===== src/rtl/paired_rf_pkg.sv =====
package paired_rf_pkg;
    typedef enum logic [1:0] {
        PAIR_BC  = 2'd0,
        PAIR_DE  = 2'd1,
        PAIR_HL  = 2'd2,
        PAIR_ALT = 2'd3
    } pair_code_e;

    localparam int NUM_PAIRS = 3;
endpackage


===== src/rtl/paired_rf_pair.sv =====
module paired_rf_pair #(
    parameter int BW = 8
) (
    input  logic            clk,
    input  logic            rst_n,
    input  logic            hi_we,
    input  logic            lo_we,
    input  logic [BW-1:0]   byte_d,
    input  logic            word_we,
    input  logic [2*BW-1:0] word_d,
    input  logic            step_up,
    input  logic            step_dn,
    output logic [2*BW-1:0] q
);
    localparam int WW = 2 * BW;

    // Word write over step over byte write
    always_ff @(posedge clk or negedge rst_n) begin
        if (!rst_n) begin
            q <= '0;
        end else if (word_we) begin
            q <= word_d;
        end else if (step_up && !step_dn) begin
            q <= q + WW'(1);
        end else if (step_dn && !step_up) begin
            q <= q - WW'(1);
        end else begin
            if (hi_we) q[WW-1:BW] <= byte_d;
            if (lo_we) q[BW-1:0]  <= byte_d;
        end
    end
endmodule


===== src/rtl/paired_rf_sp.sv =====
module paired_rf_sp #(
    parameter int WW = 16
) (
    input  logic          clk,
    input  logic          rst_n,
    input  logic          push,
    input  logic          pop,
    output logic [WW-1:0] q
);
    always_ff @(posedge clk or negedge rst_n) begin
        if (!rst_n) begin
            q <= '0;
        end else begin
            unique case ({push, pop})
                2'b10:   q <= q - WW'(2);
                2'b01:   q <= q + WW'(2);
                default: q <= q;
            endcase
        end
    end
endmodule


===== src/rtl/paired_rf_pc.sv =====
module paired_rf_pc #(
    parameter int WW = 16
) (
    input  logic          clk,
    input  logic          rst_n,
    input  logic          load,
    input  logic          inc,
    input  logic [WW-1:0] din,
    output logic [WW-1:0] q
);
    always_ff @(posedge clk or negedge rst_n) begin
        if (!rst_n) begin
            q <= '0;
        end else if (load) begin
            q <= din;
        end else if (inc) begin
            q <= q + WW'(1);
        end
    end
endmodule


===== src/rtl/paired_regfile.sv =====
module paired_regfile #(
    parameter int BW = 8
) (
    input  logic            clk,
    input  logic            rst_n,
    input  logic            byte_we,
    input  logic [2:0]      byte_wsel,
    input  logic [BW-1:0]   byte_wdata,
    input  logic [2:0]      byte_rsel,
    output logic [BW-1:0]   byte_rdata,
    input  logic            pair_we,
    input  logic [1:0]      pair_wsel,
    input  logic [2*BW-1:0] pair_wdata,
    input  logic            pair_inc,
    input  logic            pair_dec,
    input  logic [1:0]      pair_ssel,
    input  logic [1:0]      pair_rsel,
    output logic [2*BW-1:0] pair_rdata,
    input  logic [1:0]      ptr_sel,
    output logic [2*BW-1:0] addr,
    input  logic            sp_push,
    input  logic            sp_pop,
    output logic [2*BW-1:0] sp_q,
    input  logic            pc_load,
    input  logic            pc_inc,
    input  logic [2*BW-1:0] pc_din,
    output logic [2*BW-1:0] pc_q
);
    import paired_rf_pkg::*;

    localparam int WW = 2 * BW;

    logic [WW-1:0] pq [NUM_PAIRS];
    logic [WW-1:0] bc_q;
    logic [WW-1:0] de_q;
    logic [WW-1:0] hl_q;

    for (genvar g = 0; g < NUM_PAIRS; g++) begin : g_pair
        logic hi_we;
        logic lo_we;
        logic wd_we;
        logic up;
        logic dn;

        // High byte has the even code, low byte the odd code
        assign hi_we = byte_we && (byte_wsel == 3'(2 * g));
        assign lo_we = byte_we && (byte_wsel == 3'(2 * g + 1));
        assign wd_we = pair_we && (pair_wsel == 2'(g));
        assign up    = pair_inc && (pair_ssel == 2'(g));
        assign dn    = pair_dec && (pair_ssel == 2'(g));

        paired_rf_pair #(.BW(BW)) u_pair (
            .clk     (clk),
            .rst_n   (rst_n),
            .hi_we   (hi_we),
            .lo_we   (lo_we),
            .byte_d  (byte_wdata),
            .word_we (wd_we),
            .word_d  (pair_wdata),
            .step_up (up),
            .step_dn (dn),
            .q       (pq[g])
        );
    end

    assign bc_q = pq[0];
    assign de_q = pq[1];
    assign hl_q = pq[2];

    paired_rf_sp #(.WW(WW)) u_sp (
        .clk   (clk),
        .rst_n (rst_n),
        .push  (sp_push),
        .pop   (sp_pop),
        .q     (sp_q)
    );

    paired_rf_pc #(.WW(WW)) u_pc (
        .clk   (clk),
        .rst_n (rst_n),
        .load  (pc_load),
        .inc   (pc_inc),
        .din   (pc_din),
        .q     (pc_q)
    );

    // Byte read, unused codes give zero
    always_comb begin
        unique case (byte_rsel)
            3'd0:    byte_rdata = bc_q[WW-1:BW];
            3'd1:    byte_rdata = bc_q[BW-1:0];
            3'd2:    byte_rdata = de_q[WW-1:BW];
            3'd3:    byte_rdata = de_q[BW-1:0];
            3'd4:    byte_rdata = hl_q[WW-1:BW];
            3'd5:    byte_rdata = hl_q[BW-1:0];
            default: byte_rdata = '0;
        endcase
    end

    always_comb begin
        unique case (pair_code_e'(pair_rsel))
            PAIR_BC:  pair_rdata = bc_q;
            PAIR_DE:  pair_rdata = de_q;
            PAIR_HL:  pair_rdata = hl_q;
            PAIR_ALT: pair_rdata = sp_q;
            default:  pair_rdata = '0;
        endcase
    end

    // Pointer mux, alternate code falls back to HL
    always_comb begin
        unique case (pair_code_e'(ptr_sel))
            PAIR_BC:  addr = bc_q;
            PAIR_DE:  addr = de_q;
            PAIR_HL:  addr = hl_q;
            PAIR_ALT: addr = hl_q;
            default:  addr = hl_q;
        endcase
    end
endmodule


===== config.mk =====
export PLATFORM = sky130hd
export DESIGN_NAME = paired_regfile
export DESIGN_NICKNAME = d
export VERILOG_FILES = /design/src/rtl/paired_rf_pkg.sv /design/src/rtl/paired_rf_pair.sv /design/src/rtl/paired_rf_sp.sv /design/src/rtl/paired_rf_pc.sv /design/src/rtl/paired_regfile.sv
export SDC_FILE = /design/constraint.sdc
export NUM_CORES = 1
export LEC_CHECK = 0
export BUFFER_PORTS_ARGS = -buffer_cell sky130_fd_sc_hd__buf_2
export CELL_PAD_IN_SITES_DETAIL_PLACEMENT = 2
export CELL_PAD_IN_SITES_GLOBAL_PLACEMENT = 2
export CORE_ASPECT_RATIO = 0.9
export CORE_MARGIN = 2
export CORE_UTILIZATION = 33
export DETAILED_ROUTE_END_ITERATION = 6
export PLACE_DENSITY_LB_ADDON = 0.1
export REMOVE_ABC_BUFFERS = 1
export SETUP_SLACK_MARGIN = 0.3
export SLEW_MARGIN = 15
export SYNTH_ARGS = -nofsm -noshare
export SYNTH_HDL_FRONTEND = slang
export SYNTH_SLANG_ARGS = --single-unit

===== constraint.sdc =====
create_clock -name clk -period 3.2 [get_ports clk]
set_input_delay 0.64 -clock clk [delete_from_list [all_inputs] [get_ports clk]]
set_output_delay 0.64 -clock clk [all_outputs]
set_load 0.03 [all_outputs]

==> key figures <==
Run status
  • Run status: finished, final reports clean

Synthesis
  • Synthesized netlist cell count: 1051
  • Number of different library cells in the post-synthesis netlist: 79
  • Most common flop cell mapped by yosys: sky130_fd_sc_hd__dfrtp_1
  • Post-synth EDFFs: 0
  • Async S/R FF share, synth: 100%
  • Yosys warns: 0
  • Syn avg cell area: 7.68 um^2
  • Sequential element share of the synthesized area: between 20% and 30%
  • Seq cells post-synth: slightly below 80
  • Area of the mapped netlist: just over 8000 um^2

CTS
  • Maximum count of clock buffers along a single path: 2
  • Num Clock Sinks: 79
  • Root buffer cell: sky130_fd_sc_hd__clkbuf_16
  • Clock tree from TritonCTS: done
  • Clock-pin slew on the worst setup and hold paths: roughly 0.070 ns
  • Hold_buf cts: 0
  • Clk_lat worst skew: ~0.36 ns
  • CTS buffer count: 9
  • Max H-tree Level: 3

STA
  • Worst Skew: 0.0115 ns
  • Total negative setup slack: 0 ns
  • Final Hold Vio Count: 0
  • Crit share post-route: 89.3%
  • # setup viols final: 0
  • Actual slew at the worst max-slew pin: 0.618 ns
  • Slew Limit Headroom: 57.7%
  • Setup repair after global routing missed its margin: no
  • Tmin final: 2.86 ns
  • Max-slew violation count: 0
  • Fmax achieved: between 300 and 400 MHz

Pwr
  • IR drop worst, VDD: around 370 uV
  • Leakage power: 3.87 nW
  • Power per unit of standard cell area: roughly 660 nW/um^2

Global route
  • Remaining global-route overflow: 0
  • GR met3 Demand/Resource: between 5 and 6%
  • Busiest metal layer after global routing: met2
  • Largest net degree at the start of global routing: 33
  • Wire length of the first global-routing pass: 58.2 mm
  • Number of antenna violations at the first check in global routing: 0
  • Overall routing resource usage: 29.6%
  • Met1 Usage GRT: 38.8%
  • Vias in the first global route: 9584
  • GRT met2 Usage: slightly below 50%

Placement
  • Final HPWL from detailed placement: 28.7 mm
  • Instance area after placement: 9110 um^2
  • Weighted congestion reported at the end of routability-driven placement: 0.861
  • Total instance count after detailed placement: 1434
  • Port-buffer cells: ~130

Layout
  • Nets@finish: around 1200
  • Fraction of final layout cells with drive strength greater than 1: 21.5%
  • Growth of design area from synthesis to finish: 17.6%
  • Number of standard cells in the final layout excluding fillers: approximately 1500
  • Area of all placed cells without fillers: 9490 um^2
  • Final-layout fill cell count: about 2800

Floorplan
  • Width of the die: 169 um
  • Initial standard-cell utilization of the core: 33.5%
  • DIE HEIGHT: 152 um
  • Number of rows created at floorplan: 54
  • Core footprint: around 24000 um^2
  • Overall die area: 25700 um^2
  • Top-level port count: 136

Setup path
  • CP Data Arrival Time: 3.09 ns
  • Startpoint of the worst-slack reg-to-reg timing path: g_pair[0].u_pair.q[1]$_DFFE_PN0P_
  • Critical Setup Path Class: input port to register
  • Setup slack, reg-to-reg: 0.58 ns
  • Endpoint of the most critical register-to-register path: g_pair[0].u_pair.q[12]$_DFFE_PN0P_
  • Kind of end point of the critical path: register
  • Max FO, Critical Path: 7
  • Depth of the most critical reg-to-reg path: 8
  • Worst Setup Start Kind: input port
  • Data required time of the critical path: 3.43 ns

Detailed routing
  • Count of vias placed by the detailed router: between 9000 and 10000
  • Post-Route WL: 38.2 mm
  • Vias per std cell: 6.18
  • Residual DRC count: 0
  • WL/cell: 26.2 um
  • Pre-antenna DRT Iters: 7
  • Number of routed nets with antenna violations: 0
  • Drt first-iter violations: 505

Min path
  • Hold crit path type: input port to async pin

Run
  • Count of maximum capacitance violations: 0
placed cells by master, fill, tap and decap left out, types with 25 or more instances in the layout:
master	instances
sky130_fd_sc_hd__o22ai_1	25
sky130_fd_sc_hd__nor2_1	85
sky130_fd_sc_hd__xnor2_1	33
sky130_fd_sc_hd__buf_2	133
sky130_fd_sc_hd__dfrtp_1	79
sky130_fd_sc_hd__o21ai_0	89
sky130_fd_sc_hd__buf_4	50
sky130_fd_sc_hd__xor2_1	35
sky130_fd_sc_hd__a21oi_1	66
sky130_fd_sc_hd__nand3_1	44
sky130_fd_sc_hd__nand2_1	127
sky130_fd_sc_hd__mux2i_1	30
state kept, by name, summed over array words and instances (netlist names):
name / flops
u_sp.q: 15
u_pc.q: 16
g_pair.u_pair.q: 48
how the worst max path moves through the flow:
stage | startpoint | end | slack (ns) | depth (start not counted)
floorplan | pair_dec | g_pair[1].u_pair.q[3]$_DFFE_PN0P_ | -0.31 | 6
global placement | sp_push | u_sp.q[15]$_DFFE_PN0P_ | 0.19 | 12
detailed placement | sp_push | u_sp.q[15]$_DFFE_PN0P_ | 0.05 | 12
CTS | sp_push | u_sp.q[15]$_DFFE_PN0P_ | 0.40 | 12
global route | sp_push | u_sp.q[15]$_DFFE_PN0P_ | 0.23 | 13
finish | sp_push | u_sp.q[15]$_DFFE_PN0P_ | 0.34 | 13
cell families after synthesis:
kind of cell	synth area share (%)
compound gates	23.7
xor+xnor	7.38
fa+ha+maj	3.50
buf+inv	6.03
flops	24.5
mux	9.58
other cells	0.0465
simple gates	25.3
what timing repair did:
action                                  4_1_cts  5_1_grt
endpoints found under the setup margin        0        1
hold endpoints to repair                      0        0
setup buffers                                 0        7
gates resized for setup                       0        2
power by group:
group / leakage [nW] / switching, W / internal (W)
Sequential: 0.941 / 0.000673 / 0.00124
Clock: 0.139 / 0.000508 / 0.000613
Combinational: 2.79 / 0.00203 / 0.00123
synthesized netlist by cell type (6+ instances only):
cell type / number / area (um^2)
sky130_fd_sc_hd__dfrtp_1: 79 / 1980
sky130_fd_sc_hd__ha_1: 21 / 263
sky130_fd_sc_hd__nand2_1: 127 / 477
sky130_fd_sc_hd__nor3_1: 20 / 100
sky130_fd_sc_hd__nor4bb_1: 6 / 60.1
sky130_fd_sc_hd__nor2b_1: 6 / 37.5
sky130_fd_sc_hd__xnor2_1: 33 / 289
sky130_fd_sc_hd__clkbuf_1: 90 / 338
sky130_fd_sc_hd__o31ai_1: 7 / 52.6
sky130_fd_sc_hd__nor3b_1: 7 / 52.6
sky130_fd_sc_hd__o21ai_0: 89 / 445
sky130_fd_sc_hd__o22ai_1: 25 / 156
sky130_fd_sc_hd__a31oi_1: 13 / 81.3
sky130_fd_sc_hd__a22oi_1: 10 / 75.1
sky130_fd_sc_hd__or3_1: 13 / 81.3
sky130_fd_sc_hd__nor4_1: 11 / 68.8
sky130_fd_sc_hd__buf_1: 6 / 22.5
sky130_fd_sc_hd__nor2_1: 85 / 319
sky130_fd_sc_hd__mux4_2: 19 / 428
sky130_fd_sc_hd__inv_1: 22 / 82.6
sky130_fd_sc_hd__xor2_1: 35 / 307
sky130_fd_sc_hd__a21oi_1: 67 / 335
sky130_fd_sc_hd__a221o_1: 6 / 60.1
sky130_fd_sc_hd__o21ai_1: 9 / 45.0
sky130_fd_sc_hd__and3_1: 17 / 106
sky130_fd_sc_hd__o221ai_1: 9 / 78.8
sky130_fd_sc_hd__a221oi_1: 6 / 52.6
sky130_fd_sc_hd__nand4_1: 14 / 87.6
sky130_fd_sc_hd__a211oi_1: 21 / 158
sky130_fd_sc_hd__nand2b_1: 8 / 50.1
sky130_fd_sc_hd__nand3_1: 44 / 220
sky130_fd_sc_hd__mux2i_1: 30 / 300
worst max-delay path: stages:
cell	delay, ns
sky130_fd_sc_hd__buf_2	0.10
sky130_fd_sc_hd__inv_1	0.06
sky130_fd_sc_hd__ha_1	0.22
sky130_fd_sc_hd__clkinvlp_4	0.14
sky130_fd_sc_hd__clkbuf_4	0.20
sky130_fd_sc_hd__buf_4	0.15
sky130_fd_sc_hd__ha_1	0.24
sky130_fd_sc_hd__a21oi_1	0.37
sky130_fd_sc_hd__o21ai_0	0.23
sky130_fd_sc_hd__nor4b_1	0.36
sky130_fd_sc_hd__a32o_1	0.19
sky130_fd_sc_hd__nor2_1	0.06
sky130_fd_sc_hd__xnor2_1	0.14
routing by layer:
layer  share of wire [%]  vias up
li1                    -     4062
met1                  44     4611
met2                  47      277
met3                 6.2       67
met4                 2.7        0
met5                   0        -
layout make-up:
| class | instances | area (um^2) | area share, % |
|---|---|---|---|
| tap | 308 | 385 | 4.06 |
| clock inverter | 7 | 78.8 | 0.830 |
| antenna | 1 | 2.50 | 0.0264 |
| inverter | 22 | 86.3 | 0.909 |
| sequential | 79 | 1980 | 20.8 |
| clock buffer | 9 | 225 | 2.37 |
| timing repair buffer | 185 | 1070 | 11.3 |
| multi-input combinational | 847 | 5670 | 59.7 |
through the flow:
| step | hold WS [ns] | utilization [%] | power, W | setup slack, ns |
|---|---|---|---|---|
| floorplan | 0.344 | - | 0.00376 | -0.308 |
| global placement | 0.546 | 37.8 | 0.00500 | 0.194 |
| detailed placement | 0.554 | 37.8 | 0.00510 | 0.0456 |
| CTS | 0.220 | 39.0 | 0.00626 | 0.401 |
| global route | 0.232 | 39.4 | 0.00669 | 0.233 |
| finish | 0.220 | 39.4 | 0.00629 | 0.343 |
No activity file was read; power rests on OpenSTA's default activity.
